--- config.mk ---
export PLATFORM = sky130hd
export DESIGN_NAME = gpio_apb_irq
export DESIGN_NICKNAME = d
export VERILOG_FILES = /design/src/rtl/gpio_apb_pkg.sv /design/src/rtl/gpio_sync2.sv /design/src/rtl/gpio_debounce.sv /design/src/rtl/gpio_irq_ctrl.sv /design/src/rtl/gpio_apb_irq.sv
export SDC_FILE = /design/constraint.sdc
export NUM_CORES = 2
export LEC_CHECK = 0
export BUFFER_PORTS_ARGS = -buffer_cell sky130_fd_sc_hd__buf_2
export CORE_MARGIN = 10
export CORE_UTILIZATION = 36
export CTS_CLUSTER_DIAMETER = 200
export CTS_CLUSTER_SIZE = 24
export DETAILED_ROUTE_END_ITERATION = 8
export PLACE_DENSITY = 0.53
export SLEW_MARGIN = 20
export SYNTH_ARGS = -nofsm -noshare
export SYNTH_HDL_FRONTEND = slang
export SYNTH_SLANG_ARGS = --single-unit
--- constraint.sdc ---
create_clock -name pclk -period 4.4 [get_ports pclk]
set_input_delay 1.1 -clock pclk [delete_from_list [all_inputs] [get_ports pclk]]
set_output_delay 1.1 -clock pclk [all_outputs]
set_load 0.005 [all_outputs]
--- src/rtl/gpio_apb_pkg.sv ---
// Package of shared types for the GPIO controller.
// It holds the register kinds and the address decoder for both offset maps.
// Assumes word-aligned byte addresses and at most four ports.
package gpio_apb_pkg;

    localparam int ADDR_W    = 7;
    localparam int BUS_W     = 32;
    localparam int MAX_PORTS = 4;

    typedef enum logic [3:0] {
        RK_NONE, RK_DATA, RK_DIR, RK_PINS,
        RK_IEN, RK_IMASK, RK_ITYPE, RK_IPOL, RK_ISTAT, RK_IDEB, RK_IEOI
    } reg_kind_e;

    typedef struct packed {
        reg_kind_e   kind;
        logic [1:0]  port;
    } reg_sel_t;

    // Map a byte address to a register kind and a port index.
    function automatic reg_sel_t decode_addr(input logic [ADDR_W-1:0] a, input bit alt);
        reg_sel_t r;
        r.kind = RK_NONE;
        r.port = '0;
        for (int p = 0; p < MAX_PORTS; p++) begin
            if (a == ADDR_W'(12*p))       begin r.kind = RK_DATA; r.port = 2'(p); end
            if (a == ADDR_W'(12*p + 4))   begin r.kind = RK_DIR;  r.port = 2'(p); end
            if (a == ADDR_W'(80 + 4*p))   begin r.kind = RK_PINS; r.port = 2'(p); end
        end
        case (a)
            7'h30:   r.kind = RK_IEN;
            7'h48:   r.kind = RK_IDEB;
            default: ;
        endcase
        if (alt) begin
            case (a)
                7'h34:   r.kind = RK_ITYPE;
                7'h38:   r.kind = RK_IPOL;
                7'h3c:   r.kind = RK_ISTAT;
                7'h40:   r.kind = RK_IEOI;
                7'h44:   r.kind = RK_IMASK;
                default: ;
            endcase
        end else begin
            case (a)
                7'h34:   r.kind = RK_IMASK;
                7'h38:   r.kind = RK_ITYPE;
                7'h3c:   r.kind = RK_IPOL;
                7'h40:   r.kind = RK_ISTAT;
                7'h4c:   r.kind = RK_IEOI;
                default: ;
            endcase
        end
        return r;
    endfunction

endpackage

--- src/rtl/gpio_sync2.sv ---
// Two-flop synchronizer for a vector of asynchronous pins.
// Assumes each bit is independent; no bus coherency is guaranteed.
module gpio_sync2 #(
    parameter int W = 32
) (
    input  logic         clk,
    input  logic         rst_n,
    input  logic [W-1:0] d,
    output logic [W-1:0] q
);
    logic [W-1:0] meta_q;

    // Move the pins through two registers.
    always_ff @(posedge clk) begin
        if (!rst_n) begin
            meta_q <= '0;
            q      <= '0;
        end else begin
            meta_q <= d;
            q      <= meta_q;
        end
    end
endmodule

--- src/rtl/gpio_debounce.sv ---
// Per-pin debounce filter for the interrupt-capable port.
// A pin with debounce enabled must differ from its accepted level on
// DEB_CYCLES consecutive ticks before it is accepted. A pin with debounce
// disabled is accepted every cycle. The output is always registered.
module gpio_debounce #(
    parameter int W          = 32,
    parameter int DEB_CYCLES = 4
) (
    input  logic         clk,
    input  logic         rst_n,
    input  logic         tick,
    input  logic [W-1:0] deb_en,
    input  logic [W-1:0] din,
    output logic [W-1:0] dout
);
    localparam int CNT_W = $clog2(DEB_CYCLES + 1);
    localparam logic [CNT_W-1:0] LIM = CNT_W'(DEB_CYCLES - 1);

    for (genvar i = 0; i < W; i++) begin : g_pin
        logic             st_q;
        logic [CNT_W-1:0] cnt_q;

        // Accept the new level at once, or after a full run of ticks.
        always_ff @(posedge clk) begin
            if (!rst_n) begin
                st_q  <= 1'b0;
                cnt_q <= '0;
            end else if (!deb_en[i] || din[i] == st_q) begin
                st_q  <= din[i];
                cnt_q <= '0;
            end else if (tick) begin
                if (cnt_q == LIM) begin
                    st_q  <= din[i];
                    cnt_q <= '0;
                end else begin
                    cnt_q <= cnt_q + 1'b1;
                end
            end
        end

        assign dout[i] = st_q;

        AST_DEB_HOLD: assert property (@(posedge clk) disable iff (!rst_n)
            (deb_en[i] && din[i] != st_q && !(tick && cnt_q == LIM)) |=> $stable(st_q));
    end
endmodule

--- src/rtl/gpio_irq_ctrl.sv ---
// Interrupt engine for the first port.
// It detects edges against the previous filtered value, latches enabled
// edges until they are cleared, evaluates level conditions directly and
// produces the masked status vector. Assumes lvl is already synchronous.
module gpio_irq_ctrl #(
    parameter int W = 32
) (
    input  logic         clk,
    input  logic         rst_n,
    input  logic [W-1:0] lvl,
    input  logic [W-1:0] en,
    input  logic [W-1:0] mask,
    input  logic [W-1:0] typ,
    input  logic [W-1:0] pol,
    input  logic [W-1:0] clr,
    output logic [W-1:0] status
);
    logic [W-1:0] prev_q, pend_q, hit, level_act;

    // Find edges of the selected polarity on enabled edge pins.
    always_comb begin
        hit       = typ & en & ((pol & lvl & ~prev_q) | (~pol & ~lvl & prev_q));
        level_act = ~typ & en & ~(lvl ^ pol);
        status    = (pend_q | level_act) & en & ~mask;
    end

    // Keep the previous level and the edge latches.
    always_ff @(posedge clk) begin
        if (!rst_n) begin
            prev_q <= '0;
            pend_q <= '0;
        end else begin
            prev_q <= lvl;
            pend_q <= ((pend_q & ~clr) | hit) & en & typ;
        end
    end

    AST_LATCH_HOLDS: assert property (@(posedge clk) disable iff (!rst_n)
        1'b1 |=> (($past(pend_q) & $past(en) & $past(typ) & ~$past(clr) & ~pend_q) == '0));
    AST_EOI_CLEARS: assert property (@(posedge clk) disable iff (!rst_n)
        (|clr) |=> ((pend_q & $past(clr & ~hit)) == '0));
    AST_DISABLE_DROPS: assert property (@(posedge clk) disable iff (!rst_n)
        1'b1 |=> ((pend_q & ~$past(en)) == '0));
endmodule

--- src/rtl/gpio_apb_irq.sv ---
// GPIO controller top: APB register file, pin outputs and interrupts.
// Writes take effect in the APB access phase. Reads are combinational
// from the address. Only port 0 has interrupt and debounce logic.
// Assumes 1 <= NUM_PORTS <= 4 and 1 <= PORT_W <= 32.
module gpio_apb_irq
    import gpio_apb_pkg::*;
#(
    parameter int NUM_PORTS  = 4,
    parameter int PORT_W     = 32,
    parameter bit ALT_MAP    = 1'b0,
    parameter int DEB_CYCLES = 4
) (
    input  logic                        pclk,
    input  logic                        presetn,
    input  logic                        psel,
    input  logic                        penable,
    input  logic                        pwrite,
    input  logic [ADDR_W-1:0]           paddr,
    input  logic [BUS_W-1:0]            pwdata,
    output logic [BUS_W-1:0]            prdata,
    input  logic                        deb_tick,
    input  logic [NUM_PORTS*PORT_W-1:0] gpio_in,
    output logic [NUM_PORTS*PORT_W-1:0] gpio_out,
    output logic [NUM_PORTS*PORT_W-1:0] gpio_oe,
    output logic                        irq
);
    localparam int TOT_W = NUM_PORTS * PORT_W;

    reg_sel_t           sel;
    logic               wr_en;
    logic [PORT_W-1:0]  wval;
    logic [TOT_W-1:0]   pins_s;
    logic [PORT_W-1:0]  filt;
    logic [PORT_W-1:0]  en_q, mask_q, typ_q, pol_q, deb_q, clr, status;
    logic [BUS_W-1:0]   data_rd [MAX_PORTS];
    logic [BUS_W-1:0]   dir_rd  [MAX_PORTS];
    logic [BUS_W-1:0]   pins_rd [MAX_PORTS];

    assign sel   = decode_addr(paddr, ALT_MAP);
    assign wr_en = psel && penable && pwrite;
    assign wval  = pwdata[PORT_W-1:0];
    assign clr   = (wr_en && sel.kind == RK_IEOI) ? wval : '0;

    gpio_sync2 #(.W(TOT_W)) u_sync (
        .clk(pclk), .rst_n(presetn), .d(gpio_in), .q(pins_s)
    );

    gpio_debounce #(.W(PORT_W), .DEB_CYCLES(DEB_CYCLES)) u_deb (
        .clk(pclk), .rst_n(presetn), .tick(deb_tick), .deb_en(deb_q),
        .din(pins_s[PORT_W-1:0]), .dout(filt)
    );

    gpio_irq_ctrl #(.W(PORT_W)) u_irq (
        .clk(pclk), .rst_n(presetn), .lvl(filt), .en(en_q), .mask(mask_q),
        .typ(typ_q), .pol(pol_q), .clr(clr), .status(status)
    );

    for (genvar p = 0; p < MAX_PORTS; p++) begin : g_port
        if (p < NUM_PORTS) begin : g_on
            logic [PORT_W-1:0] dat_q, dir_q;

            // Hold this port's output value and output enable.
            always_ff @(posedge pclk) begin
                if (!presetn) begin
                    dat_q <= '0;
                    dir_q <= '0;
                end else if (wr_en && sel.port == 2'(p)) begin
                    if (sel.kind == RK_DATA) dat_q <= wval;
                    if (sel.kind == RK_DIR)  dir_q <= wval;
                end
            end

            assign gpio_out[p*PORT_W +: PORT_W] = dat_q;
            assign gpio_oe[p*PORT_W +: PORT_W]  = dir_q;
            assign data_rd[p] = BUS_W'(dat_q);
            assign dir_rd[p]  = BUS_W'(dir_q);
            assign pins_rd[p] = BUS_W'(pins_s[p*PORT_W +: PORT_W]);
        end else begin : g_off
            assign data_rd[p] = '0;
            assign dir_rd[p]  = '0;
            assign pins_rd[p] = '0;
        end
    end

    // Hold the interrupt configuration of port 0.
    always_ff @(posedge pclk) begin
        if (!presetn) begin
            en_q   <= '0;
            mask_q <= '0;
            typ_q  <= '0;
            pol_q  <= '0;
            deb_q  <= '0;
        end else if (wr_en) begin
            case (sel.kind)
                RK_IEN:   en_q   <= wval;
                RK_IMASK: mask_q <= wval;
                RK_ITYPE: typ_q  <= wval;
                RK_IPOL:  pol_q  <= wval;
                RK_IDEB:  deb_q  <= wval;
                default:  ;
            endcase
        end
    end

    // Select the read data from the decoded register.
    always_comb begin
        case (sel.kind)
            RK_DATA:  prdata = data_rd[sel.port];
            RK_DIR:   prdata = dir_rd[sel.port];
            RK_PINS:  prdata = pins_rd[sel.port];
            RK_IEN:   prdata = BUS_W'(en_q);
            RK_IMASK: prdata = BUS_W'(mask_q);
            RK_ITYPE: prdata = BUS_W'(typ_q);
            RK_IPOL:  prdata = BUS_W'(pol_q);
            RK_ISTAT: prdata = BUS_W'(status);
            RK_IDEB:  prdata = BUS_W'(deb_q);
            default:  prdata = '0;
        endcase
    end

    assign irq = |status;

    AST_DR_WRITE: assert property (@(posedge pclk) disable iff (!presetn)
        (wr_en && sel.kind == RK_DATA && sel.port == 2'd0)
        |=> (gpio_out[PORT_W-1:0] == $past(wval)));
endmodule

==> results.cfg <==
[synth]
synth_common_cells = nand2_1, dfxtp_1, a21boi_0, and2_1, clkbuf_1
syn_area_per_cell_um2 = 8.63
synth-seq-cells = 864
synthTopCellsByArea = dfxtp_1, nand2_1, a21boi_0
synth_top_area_share = 0.470
async_flop_share = 0
ys_warn_count = 0
ys_types = 69
synth_most_common_cell = nand2_1
yosysSeqAreaShare = 0.470
ys.flop_type = dfxtp_1
synthesis.area_um2 = 36800
synth_top_area_cell = dfxtp_1
synth_nets = 4530
synth-edff-count = 0
synthCells = 4261

[clock_network]
cts.sinks = 864
clock-root-buffer = clkbuf_16
cts.clk_slew.worst_paths_ns = 0.10
htreeDepth = 2
clk_path_buf_depth = 3
clock_latency_ns = 0.66
tritoncts = done
cts_buffers = 41

[worst_setup_path]
worstSetupPathType = in -> out
r2r_slack_ns = 3.03
cp.arrival_ns = 3.35
cp_num_buf_inv = 7
endpoint_kind = primary output
r2r_end = u_deb.g_pin[7].cnt_q[1]
critPathRequiredTime_ns = 3.30
critPathLaunchType = input pin
worstSetupEndpoint = prdata[29]
timing.rr.start = u_sync.q[7]
path_cells = buf_4 > buf_6 > or2_4 > buf_4 > nor4_4 > bufbuf_16 > a221oi_2 > buf_4 > nand4_1 > buf_4 > buf_2
cp_max_fo = 6
cp_num_cells = 11
slowest_delay_ns = 0.51
crit_family = buffers and inverters
slowest_stage = nor4_4
r2r_cells = 3
critPathMostFrequentCell = buf_4
cp-startpoint = paddr[1]

[die]
die_h_um = 340
top_level_ports = 462
die_area_um2 = 115000
die_width_um = 340
std_cell_rows = 117
core_area_um2 = 102000
start_util = 0.362

[finish]
final_nets = 5066
fin_util = 0.443
drive_gt1_frac = 0.208
area_growth_syn_to_layout_pct = 22.4
instances_no_fill = 6180
fin_area_um2 = 45000
fillers = 10100

[sta]
finalSetupViolations = 7
rsz0062_at_grt = true
hold_violations = 0
fmax_mhz = 224
max_slew_margin = 0.335
period_needed_ns = 4.45
whs_ns = 0.434
finClkSkew_ns = 0.0184
layout_setup_ws_ns = -0.0547
report.final.slew_viol_count = 0
finalSetupTns_ns = -0.207
worst_pin_slew_ns = 0.998
min_period_over_period = 1.01

[outcome]
violations = negative setup slack
status = finished with violations

[pwr]
swShare = 0.251
clkPwrFrac = 0.329
p_total_mw = 13.4
p_leak_nw = 17.4
switching_power_mw = 3.38
power.share.combinational = 0.072
vdd_ir_drop_max_mv = 0.306
p_per_area_nw_per_um2 = 299
seqPwrFrac = 0.599
p_int_mw = 10.1

[detailed_routing]
num_vias = 33100
firstDrtPassIters = 9
ant_nets = 0
avgRoutedWirePerCell_um = 26.3
avgViaCountPerCell = 5.36
drc = 0
finalWirelength_um = 162000
drtIter0Drc = 3830

[global_routing]
grt_pass1_wl_um = 228000
grt_overflow_total = 0
grt_pass1_vias = 30900
antenna_found_initial = 19
grt_max_degree = 115
grtUsageTotal = 0.266

[place]
placed_cell_area_um2 = 42400
hpwlAfterDp_um = 122000
gp_congestion = 0.962
portBuffers = 461
dp_cells = 6073
dp_slack_ns = -0.691

[flow_run]
maxCapViolations = 0

[worst_hold_path]
hp-class = reg -> reg
state kept, by name, summed over array words and instances, names as in the netlist, 96 cells and up:
name	flops
g_port.g_on.dir_q	128
u_sync.meta_q	128
g_port.g_on.dat_q	128
u_deb.g_pin.cnt_q	96
u_sync.q	128
worst min path at each step:
stage                             start                        to  depth (start not counted)
4_1_cts        u_deb.g_pin[14].cnt_q[2]  u_deb.g_pin[14].cnt_q[2]                          2
3_3_place_gp         u_sync.meta_q[105]             u_sync.q[105]                          1
3_5_place_dp         u_sync.meta_q[105]             u_sync.q[105]                          1
5_1_grt        u_deb.g_pin[14].cnt_q[2]  u_deb.g_pin[14].cnt_q[2]                          2
6_report        u_deb.g_pin[4].cnt_q[2]   u_deb.g_pin[4].cnt_q[2]                          2
2_1_floorplan   u_deb.g_pin[0].cnt_q[2]   u_deb.g_pin[0].cnt_q[2]                          2
layout by cell type, fill, tap and decap left out, types with 13 or more instances in the layout:
cell type  synthesis  routed
a21boi_0         378     378
a21boi_1          38      38
a21oi_1           64      63
a222oi_1          26      26
a22o_1            27      26
a22oi_1          131     109
a22oi_2            0      22
and2_1           293     292
buf_12             0      49
buf_2             71     449
buf_4              5     264
buf_6              1      24
clkbuf_16          0      42
dfxtp_1          864     864
diode_2            0      14
ha_1              96      96
inv_1             66      66
mux2i_1          144     138
nand2_1         1034    1027
nand2b_1          32      32
nand3_1          120     115
nand3b_1          27      27
nor2_1           189     176
nor2b_1           98      97
o21ai_0           67      48
o22ai_1           53      38
o22ai_2            1      13
xor2_1            32      32
cells by family (layout without fill, tap and decap cells):
logic type / after synthesis / count (layout) / synth area share
buf+inv: 376 / 911 / 0.0415
xor+xnor: 33 / 33 / 0.00786
compound gates: 857 / 857 / 0.170
flops: 864 / 864 / 0.470
simple gates: 1884 / 1886 / 0.237
fa+ha+maj: 96 / 96 / 0.0327
other cells: 0 / 14 / 0
mux: 151 / 151 / 0.0413
layer usage:
layer | track usage | vias up | part of all wire
met4 | 0.104 | 18 | 0.044
met1 | 0.349 | 16100 | 0.42
met2 | 0.415 | 1437 | 0.44
li1 | - | 15300 | -
met5 | 0 | - | 0.00072
met3 | 0.0659 | 293 | 0.092
worst reg2reg max path: cells and delay by family, from the launching register on:
family	cells	cell delay (ns)
DFF	1	0.74
xor gates and xnor gates	1	0.19
and+or+nand+nor	1	0.19
AOI/OAI and AO/OA	1	0.18
repair_timing:
item                                    in CTS  in global routing
pin swaps                                   32                 46
endpoints found under the setup margin      32                 32
gates resized for setup                    136                 87
hold buffers                                 0                  0
setup buffers                               20                 28
cloned                                       6                  2
area by class of cell:
type	count	area [um^2]	share of cell area
Antenna cell	14	35.0	0.000778
Clock buffer	41	1030	0.0228
Clock inverter	3	66.3	0.00147
Inverter	66	248	0.00550
Multi-Input combinational cell	3023	18800	0.419
Sequential cell	864	17300	0.384
Tap cell	1368	1710	0.0380
Timing Repair Buffer	801	5780	0.128
power groups by stage:
stage / combinational (mW) / clock (mW) / sequential, mW
finish: 0.975 / 4.42 / 8.05
global route: 1.02 / 4.73 / 8.06
detailed placement: 0.860 / 0 / 8.23
global placement: 0.856 / 0 / 8.23
floorplan: 0.435 / 0 / 8.15
CTS: 0.919 / 4.51 / 8.05
Power figures use the tool's default switching activity.
